[src/rtl/lut_slice_pkg.sv]
package lut_slice_pkg;
  localparam int MODE_BITS = 3;

  typedef struct packed {
    logic byp_x;
    logic byp_y;
    logic rst_val;
  } slice_mode_t;
endpackage

[src/rtl/cfg_chain.sv]
module cfg_chain #(
  parameter int LEN = 35
) (
  input  logic           clk,
  input  logic           rst_n,
  input  logic           shift_en,
  input  logic           shift_in,
  output logic [LEN-1:0] bits
);
  always_ff @(posedge clk or negedge rst_n) begin
    if (!rst_n)
      bits <= '0;
    else if (shift_en)
      bits <= {bits[LEN-2:0], shift_in};
  end
endmodule

[src/rtl/lut_read.sv]
module lut_read #(
  parameter int ADDR_W = 4,
  localparam int DEPTH = 1 << ADDR_W
) (
  input  logic [DEPTH-1:0]  table_bits,
  input  logic [ADDR_W-1:0] addr,
  output logic              value
);
  assign value = table_bits[addr];
endmodule

[src/rtl/out_cell.sv]
module out_cell (
  input  logic clk,
  input  logic rst_n,
  input  logic hold,
  input  logic sr,
  input  logic ce,
  input  logic rst_val,
  input  logic bypass,
  input  logic d,
  output logic q,
  output logic y
);
  always_ff @(posedge clk or negedge rst_n) begin
    if (!rst_n)
      q <= 1'b0;
    else if (!hold) begin
      if (sr)
        q <= rst_val;
      else if (ce)
        q <= d;
    end
  end

  assign y = bypass ? d : q;
endmodule

[src/rtl/lut_slice.sv]
module lut_slice
  import lut_slice_pkg::*;
#(
  parameter int ADDR_W = 4
) (
  input  logic              clk,
  input  logic              rst_n,
  input  logic              cfg_en,
  input  logic              cfg_bit,
  input  logic [ADDR_W-1:0] lut_in,
  input  logic              sel5,
  input  logic              ce,
  input  logic              sr,
  output logic              out_x,
  output logic              out_y
);
  localparam int TT        = 1 << ADDR_W;
  localparam int CHAIN_LEN = 2 * TT + MODE_BITS;

  logic [CHAIN_LEN-1:0] chain_w;
  logic [1:0][TT-1:0]   tables;
  logic [1:0]           lut_val;
  logic [1:0]           cell_d;
  logic [1:0]           cell_q;
  logic [1:0]           cell_y;
  logic [1:0]           cell_byp;
  slice_mode_t          mode_r;

  cfg_chain #(.LEN(CHAIN_LEN)) u_chain (
    .clk(clk), .rst_n(rst_n), .shift_en(cfg_en),
    .shift_in(cfg_bit), .bits(chain_w)
  );

  // table A sits at the top of the chain (first bits sent), table B below it
  assign tables[0] = chain_w[CHAIN_LEN-1 -: TT];
  assign tables[1] = chain_w[CHAIN_LEN-1-TT -: TT];
  assign mode_r    = slice_mode_t'(chain_w[MODE_BITS-1:0]);

  for (genvar i = 0; i < 2; i++) begin : g_lut
    lut_read #(.ADDR_W(ADDR_W)) u_lut (
      .table_bits(tables[i]), .addr(lut_in), .value(lut_val[i])
    );
  end

  assign cell_d[0]   = lut_val[0];
  assign cell_d[1]   = sel5 ? lut_val[1] : lut_val[0];
  assign cell_byp[0] = mode_r.byp_x;
  assign cell_byp[1] = mode_r.byp_y;

  for (genvar i = 0; i < 2; i++) begin : g_cell
    out_cell u_cell (
      .clk(clk), .rst_n(rst_n), .hold(cfg_en), .sr(sr), .ce(ce),
      .rst_val(mode_r.rst_val), .bypass(cell_byp[i]), .d(cell_d[i]),
      .q(cell_q[i]), .y(cell_y[i])
    );
  end

  assign out_x = cell_y[0];
  assign out_y = cell_y[1];
endmodule

[config.mk]
export PLATFORM = sky130hd
export DESIGN_NAME = lut_slice
export DESIGN_NICKNAME = d
export VERILOG_FILES = /design/src/rtl/lut_slice_pkg.sv /design/src/rtl/cfg_chain.sv /design/src/rtl/lut_read.sv /design/src/rtl/out_cell.sv /design/src/rtl/lut_slice.sv
export SDC_FILE = /design/constraint.sdc
export NUM_CORES = 1
export LEC_CHECK = 0
export BUFFER_PORTS_ARGS = -buffer_cell sky130_fd_sc_hd__buf_2
export CORE_MARGIN = 10
export CORE_UTILIZATION = 45
export CTS_BUF_LIST = sky130_fd_sc_hd__clkbuf_8
export DETAILED_ROUTE_END_ITERATION = 10
export HOLD_SLACK_MARGIN = 0.08
export PLACE_DENSITY = 0.69
export SLEW_MARGIN = 20
export SYNTH_ARGS = -nofsm -noshare
export SYNTH_HDL_FRONTEND = slang
export SYNTH_SLANG_ARGS = --single-unit
export TNS_END_PERCENT = 20
[constraint.sdc]
create_clock -name clk -period 2.1 [get_ports clk]
set_input_delay 0.21 -clock clk [delete_from_list [all_inputs] [get_ports clk]]
set_output_delay 0.21 -clock clk [all_outputs]
set_load 0.01 [all_outputs]
# ---- Word level (Yosys, flattened, before mapping)
# Index checks and enable logic that the tools add are counted.
dict set report op_classes {
  reduce_logical 2
  n_mux 11
  bitwise_logic 1
  magnitude_cmp 1
}
# op count
set op_table {}
lappend op_table {{$mux W1} 9}
lappend op_table {{$bmux W1 S4} 2}
lappend op_table {{$lt A4 B5 Y1 const B} 1}
lappend op_table {{$reduce_and A2 Y1} 1}
lappend op_table {{$reduce_bool A2 Y1} 1}
lappend op_table {{$not A1 Y1} 1}
dict set report word_totals {
  output_inout_bits 2
  word_cells 18
  regBits 37
  input_bits 11
}

# ---- Depth between registers and ports, before layout
# Gate-level depths: netlist (run 1).
dict set report depth {
  word_depth 5
  mapped_depth 7
  mapped_depth_nobuf 6
}

# ---- Cells and area by module
# Synthesis (run 1) repeated with hierarchy kept, for this count alone.
dict set report hier_totals {
  cells_unflattened 103
  hier_area_um2 1886.8
}
# module area_each_um2 seq_area_each_um2 cells_per_inst instances
set modules_own_cells {}
lappend modules_own_cells {cfg_chain 1453.9 875.8 74 1}
lappend modules_own_cells {lut_read 135.1 0.0 7 2}
lappend modules_own_cells {out_cell 73.8 25.0 7 2}
lappend modules_own_cells {lut_slice 15.0 0.0 1 1}

# ---- Least setup slack after synthesis (run 1)
# Ideal clock, no wire load.
dict set report synth_timing {
  path_type {input-to-output}
  start {in lut_in[2]}
  end {out out_y}
  t_required_ns 1.890
  path_slack_ns 0.445
  path_stages 7
  arrival_time_ns 1.445
  path_buffers 1
  cell_sequence {buf_6 > mux2i_1 > mux4_2 > nor3b_2 > a31oi_1 > o311ai_1 > mux2_2}
}
dict set report synth_via {
  elab_chain_len 4
  word_cells_on_any_way 6
  classes_between {6 x mux}
}
# item line_no
set synth_rtl {}
lappend synth_rtl {{start: declaration} lut_slice.sv:10} ;# input logic [ADDR_W-1:0] lut_in,
lappend synth_rtl {{$bmux W1 S4} lut_read.sv:9} ;# assign value = table_bits[addr];
lappend synth_rtl {{$mux W1 (not written as such)} lut_read.sv:9}
lappend synth_rtl {{$mux W1 (*)} lut_slice.sv:46} ;# assign cell_d[1] = sel5 ? lut_val[1] : lut_val[0];
lappend synth_rtl {{$mux W1 (*)} out_cell.sv:24} ;# assign y = bypass ? d : q;
lappend synth_rtl {{end: declaration} lut_slice.sv:15} ;# output logic out_y
# Mark *: on every way between the ends. The rest lies on a longest branch, timed or not. The select of a mux whose other input is x is not followed.

# ---- Worst setup path after layout (run 1)
dict set report layout_timing {
  start {reg u_chain.bits[33]}
  end {out out_y}
}
dict set report layout_via {
  elab_chain_len 4
}
# item line_no
set layout_rtl {}
lappend layout_rtl {{start: declaration} cfg_chain.sv:8} ;# output logic [LEN-1:0] bits
lappend layout_rtl {{start signal: assignment} cfg_chain.sv:14} ;# bits <= {bits[LEN-2:0], shift_in};
lappend layout_rtl {{$bmux W1 S4} lut_read.sv:9}
lappend layout_rtl {{$mux W1 (not written as such)} lut_read.sv:9}
lappend layout_rtl {{$mux W1} lut_slice.sv:46}
lappend layout_rtl {{$mux W1} out_cell.sv:24}
# Every way passes these cells. The select of a mux whose other input is x is not followed.

==> impl_metrics.tcl, run 1 <==
set metrics [dict create \
    power_mw 2.33 \
    final_area_mm2 0.00200 \
    power_frac_seq 0.494 \
    drtIter0Drc 42 \
    core_area_mm2 0.00369 \
    chipWidth_um 81.9 \
    status "complete, no violations" \
    setup_viol 0 \
    reg2reg_slack_ns 0.34 \
    firstDrtPassIters 2 \
    powerDensity_mw_per_mm2 1160 \
    min_from "cfg_bit" \
    io_buffer_count 12 \
    synth-xor-area-share 0 \
    grt_max_degree 39 \
    whs_path_depth 2 \
    cp_num_buf_inv 1 \
    finalHoldViolations 0 \
    synthAdderAreaFrac 0 \
    ioPinCount 13 \
    clkTransAtPathRegs_ns 0.07 \
    ant_nets 0 \
    vias_per_cell 5.31 \
    grt_pass1_wl_um 5260 \
    cp_max_fo 3 \
    start_util 0.467 \
    place_inst 175 \
    drive_gt1_frac 0.468 \
    slew_headroom 0.471 \
    h-tree-depth 2 \
    yosysSeqAreaShare 0.537 \
    syn_inst 120 \
    nNetsFinal 151 \
    rsz0062_at_grt "yes" \
    syn_avg_cell_area_um2 14.4 \
    rr_endpoint "g_cell[1].u_cell.q" \
    placed_area_mm2 0.00182 \
    crit_family "multiplexers" \
    critPathKind "reg2out" \
    cts_root_buffer "clkbuf_8" \
    peakVddDrop_mv 0.804 \
    synth.distinct_cells 20 \
    yosys_register_bits 37 \
    synthMuxAreaShare 0.354 \
    hold_class "in2reg" \
    numCtsBuffers 5 \
    r2r-start "u_chain.bits[33]" \
    cts_tree "built" \
    synth_top_family_by_area "multiplexers" \
    startpoint_type "flop" \
    pre_cts_ws_ns 0.180 \
    fill_cells 339 \
    worst_setup_path_end_kind "output pin" \
    postSynthNetCount 131 \
    die-area_mm2 0.00670 \
    setup_ws_ns 0.0328 \
    finalClockSkew_ns 0.00357 \
    rows 22 \
    die_h_um 81.9 \
    crit_required_ns 1.89 \
    clk_path_buf_depth 2 \
    overflow 0 \
    synth-compound-area-share 0.0508 \
    tightest_slew_ns 0.794 \
    finalSetupTns_ns 0 \
    whs_endpoint "u_chain.bits[0]" \
    leakage_nw 0.930 \
    hpwl_um 2150 \
    cts.sinks 37 \
    synthSimpleGateAreaFrac 0.0385 \
    final_cells 189 \
    drc 0 \
    cp_cell_sequence "mux2i_1, mux4_2, nor3b_2, a31oi_1, o311ai_2, mux2_4, buf_6" \
    grt_use_total 0.102 \
    vias 1004 \
    grt_pass1_vias 1140 \
    syn2layout_area_growth_pct 16.2 \
    yosysWarningCount 0 \
    final.period_utilization 0.984 \
    slowest_delay_ns 0.39 \
    wl_per_cell_um 15.7 \
    power.switching_uw 619 \
    wl_um 2960 \
    antenna_found_initial 0 \
    antenna_cells 0 \
    slew_viol_final 0 \
    intPower_mw 1.71 \
    fmax_mhz 484 \
    fin_crit_ns 2.07 \
    crit_slowest_cell "dfrtp_1" \
    post-route-util 0.543 \
    gp_congestion 0.731 \
    r2r_cells 7 \
    arrival_ns 1.86 \
    holdWs_ns 0.164 \
    clock_latency_ns 0.28 \
    syn_area_mm2 0.00172 \
    combPwrFrac 0.245 \
    switching_share 0.265 \
    p_clk_frac 0.261 \
    cap_violations 0 \
]
-- registers in the layout (all words and copies together) (netlist names) --
register / cells
g_cell.u_cell.q: 2
u_chain.bits: 35
-- cell type report --
cell class / count / area, µm² / share of cell area
sequential: 37 / 926 / 0.463
multi-input combinational: 77 / 778 / 0.389
timing repair buffer: 19 / 121 / 0.0606
clock buffer: 6 / 82.6 / 0.0413
tap: 48 / 60.1 / 0.0300
clock inverter: 2 / 33.8 / 0.0169
-- placed cells by master (no fill, tap or decap), types with 2 or more instances in the layout --
cell       n
a221o_1    2
a22oi_1    6
buf_2     11
buf_4      6
clkbuf_8   6
dfrtp_1   37
mux2_2    36
mux2i_1   16
nand2_1    2
nor2_1     2
nor2b_1    3
-- synthesized netlist by cell type --
master	count	share of area
a221o_1	2	0.012
a22oi_1	6	0.026
a31oi_1	1	0.0036
and2_1	1	0.0036
buf_1	2	0.0044
buf_4	1	0.0044
buf_6	1	0.0065
clkbuf_1	2	0.0044
dfrtp_1	37	0.54
mux2_2	37	0.24
mux2i_1	17	0.099
mux4_2	1	0.013
nand2_1	2	0.0044
nand4_1	1	0.0036
nor2_1	2	0.0044
nor2b_1	3	0.011
nor3b_1	1	0.0044
nor3b_2	1	0.0073
o21bai_1	1	0.0044
o311ai_1	1	0.0051
-- timing repair --
action / CTS / global route
endpoints found under the setup margin: 1 / 1
hold endpoints to repair: 37 / 0
buffers inserted: 4 / 1
resized for setup: 3 / 1
hold buffers: 1 / 0
pin swaps: 2 / 1
-- how the worst max path moves through the flow --
stage | slack (ns) | endpoint | depth (start not counted) | from
after global placement | 0.22 | out_y | 8 | lut_in[2]
after global routing | -0.09 | out_y | 7 | u_chain.bits[33]
after CTS | -0.007 | out_y | 7 | u_chain.bits[30]
after detailed placement | 0.18 | out_y | 8 | lut_in[2]
after floorplan | 0.45 | out_y | 7 | lut_in[2]
final | 0.03 | out_y | 7 | u_chain.bits[33]
-- cells by family (layout without fill, tap and decap cells) --
logic type	Yosys count	after routing
muxes	55	55
DFF	37	37
AOI/OAI and AO/OA	11	11
and+or+nand+nor	11	11
buffers and inverters	6	27
-- worst register-to-register path, cell delays in order (launching register included) --
cell and delay, ns:
dfrtp_1 0.39, mux2i_1 0.14, mux4_2 0.29, nor3b_2 0.05
a31oi_1 0.16, o311ai_2 0.14, buf_4 0.15, a221o_1 0.31
-- power by group through the flow --
stage,clock [mW],combinational [mW],sequential [mW]
2_1_floorplan,0,0.405,1.09
3_3_place_gp,0,0.472,1.17
3_5_place_dp,0,0.500,1.17
4_1_cts,0.631,0.571,1.16
5_1_grt,0.674,0.642,1.19
6_report,0.609,0.571,1.15
-- routing by layer --
| metal | part of all wire | wire length (µm) | global-route usage |
|---|---|---|---|
| met1 | 0.45 | 1330 | 0.116 |
| met2 | 0.50 | 1470 | 0.170 |
| met3 | 0.036 | 107 | 0.0371 |
| met4 | 0.015 | 45 | 0.0408 |
| met5 | 0 | 0 | 0 |
Power figures use the tool's default switching activity.
==> inputs of run 2 (changes only) <==
--- a/config.mk
+++ b/config.mk
@@ -5,13 +5,14 @@
 export SDC_FILE = /design/constraint.sdc
 export NUM_CORES = 1
 export LEC_CHECK = 0
+export ABC_AREA = 1
 export BUFFER_PORTS_ARGS = -buffer_cell sky130_fd_sc_hd__buf_2
 export CORE_MARGIN = 10
 export CORE_UTILIZATION = 45
 export CTS_BUF_LIST = sky130_fd_sc_hd__clkbuf_8
 export DETAILED_ROUTE_END_ITERATION = 10
 export HOLD_SLACK_MARGIN = 0.08
-export PLACE_DENSITY = 0.69
+export PLACE_DENSITY = 0.68
 export SLEW_MARGIN = 20
 export SYNTH_ARGS = -nofsm -noshare
 export SYNTH_HDL_FRONTEND = slang
==> impl_metrics.tcl, run 2 <==
set metrics [dict create \
    status "complete, no violations" \
    vias 1384 \
    slew_viol_final 0 \
    chipWidth_um 83.7 \
    ys.flop_type "dfrtp_1" \
    crit_family "simple AND/OR/NAND/NOR gates" \
    hold_class "in2reg" \
    yosys_register_bits 37 \
    synth_top_area_frac 0.508 \
    tightest_slew_ns 0.805 \
    crit_path_frequent_cell "nand3_1" \
    ioPinCount 13 \
    rows 23 \
    start_util 0.459 \
    pre_cts_ws_ns 0.501 \
    regMostFlops "u_chain.bits" \
    startpoint_type "flop" \
    yosysTopAreaCell "dfrtp_1" \
    antenna_found_initial 0 \
    finalClockSkew_ns 0.00431 \
    final_common_cell "nand2_1" \
    vias_per_cell 4.71 \
    drc 0 \
    cts-resized-gates 0 \
    wl_um 3330 \
    die-area_mm2 0.00700 \
    async_reset_ff_frac 1.00 \
    grt_pass1_wl_um 5840 \
    slowest_delay_ns 0.39 \
    setup_ws_ns 0.467 \
    grt_pass1_vias 1368 \
    reg2reg_slack_ns 0.97 \
    die_h_um 83.7 \
    synthTopCellsByCount "nand2_1 (70), inv_1 (40), dfrtp_1 (37), o21ai_0 (36), nand3_1 (26)" \
    nNetsFinal 255 \
    drive_gt1_frac 0.123 \
    hpwl_um 2350 \
    final_area_mm2 0.00199 \
    antenna_cells 0 \
    place_inst 286 \
    syn_inst 234 \
    crit_slowest_cell "dfrtp_1" \
    cts_tree "built" \
    cp_num_buf_inv 2 \
    drtIter0Drc 72 \
    syn_area_mm2 0.00182 \
    cap_violations 0 \
    firstDrtPassIters 4 \
    crit_required_ns 1.89 \
    finalHoldViolations 0 \
    clk_path_buf_depth 2 \
    r2r-start "u_chain.bits[8]" \
    placed_area_mm2 0.00189 \
    slew_headroom 0.463 \
    critPathKind "reg2out" \
    rsz0062_at_grt "no" \
    synth_edf_count 0 \
    leakage_nw 1.00 \
    final.period_utilization 0.777 \
    wl_per_cell_um 11.3 \
    setup_viol 0 \
    grt_max_degree 66 \
    min_from "cfg_bit" \
    cp-startpoint "u_chain.bits[8]" \
    synth.most_common_cell "nand2_1" \
    h-tree-depth 2 \
    cp_cell_sequence "inv_1, nand2_1, nand3_1, nand3_1, nand3_1, nand3_2, nand3_1, nand2_1, buf_2" \
    core_area_mm2 0.00397 \
    yosysSeqAreaShare 0.508 \
    io_buffer_count 12 \
    clkTransAtPathRegs_ns 0.07 \
    synth.area.top_cells "dfrtp_1 (51%), nand2_1 (14%), o21ai_0 (9.9%), inv_1 (8.2%), nand3_1 (7.1%)" \
    overflow 0 \
    cts_root_buffer "clkbuf_8" \
    powerDensity_mw_per_mm2 837 \
    worst_setup_path_end_kind "output pin" \
    cp_max_fo 2 \
    largest_reg_flops 35 \
    numCtsBuffers 5 \
    fmax_mhz 612 \
    reg_top3 "u_chain.bits: 35 flops, g_cell.u_cell.q: 2 flops" \
    synth.distinct_cells 17 \
    grt_use_total 0.101 \
    syn_avg_cell_area_um2 7.80 \
    fin_crit_ns 1.63 \
    arrival_ns 1.42 \
    clock_latency_ns 0.29 \
    holdWs_ns 0.125 \
    final_cells 294 \
    finalSetupTns_ns 0 \
    gp_congestion 0.810 \
    peakVddDrop_mv 0.483 \
    yosysWarningCount 0 \
    syn2layout_area_growth_pct 8.99 \
    postSynthNetCount 245 \
    ant_nets 0 \
    cts.sinks 37 \
    layout_common_cells "nand2_1 (70), inv_1 (41), dfrtp_1 (37)" \
]
[run 2: timing repair]
item,4_1_cts,5_1_grt
endpoints found under the setup margin,0,0
hold buffers,1,0
hold endpoints to repair,37,0
setup buffers,0,0
[run 2: metrics by stage]
| step | util | power, mW |
|---|---|---|
| floorplan | - | 1.11 |
| global placement | 0.476 | 1.19 |
| detailed placement | 0.476 | 1.19 |
| CTS | 0.501 | 1.69 |
| global route | 0.501 | 1.78 |
| finish | 0.501 | 1.66 |
[run 2: worst paths after layout]
kind	end	depth (start not counted)
max in group asynchronous	u_chain.bits[34]	2
worst min register to register	u_chain.bits[18]	2
worst max register to register	g_cell[1].u_cell.q	8
min in group asynchronous	u_chain.bits[14]	2
worst max-delay path	out_y	9
worst min-delay path	u_chain.bits[0]	3
[run 2: cells by family (layout without fill, tap and decap cells)]
kind of cell | count (synthesis) | count (layout) | synth area share
and+or+nand+nor | 105 | 105 | 0.255
DFF | 37 | 37 | 0.508
AOI/OAI and AO/OA | 40 | 40 | 0.117
buffers and inverters | 52 | 62 | 0.120
[run 2: area by class of cell]
| class | count | area [µm²] |
|---|---|---|
| Inverter | 41 | 156 |
| Multi-Input combinational cell | 145 | 679 |
| Clock inverter | 1 | 3.75 |
| Sequential cell | 37 | 926 |
| Fill cell | 388 | 1980 |
| Clock buffer | 6 | 82.6 |
| Timing Repair Buffer | 14 | 77.6 |
| Tap cell | 50 | 62.6 |
[run 2: power breakdown]
part | internal (mW) | switching (mW)
Sequential | 0.823 | 0.0541
Combinational | 0.105 | 0.194
Clock | 0.255 | 0.233
Total | 1.18 | 0.481
[run 2: worst register-to-register path, cell delays in order, from the launching register on]
cell,delay (ns)
dfrtp_1,0.39
inv_1,0.07
nand2_1,0.05
nand3_1,0.09
nand3_1,0.08
nand3_1,0.10
nand3_2,0.09
nand3_2,0.09
a21oi_2,0.05
[run 2: layer usage]
metal / GRT usage / routed length [µm] / vias to the layer above
met4: 0.0654 / 93 / 0
met5: 0 / 0 / -
met2: 0.154 / 1490 / 13
met1: 0.117 / 1650 / 618
li1: - / - / 747
met3: 0.0342 / 97 / 6
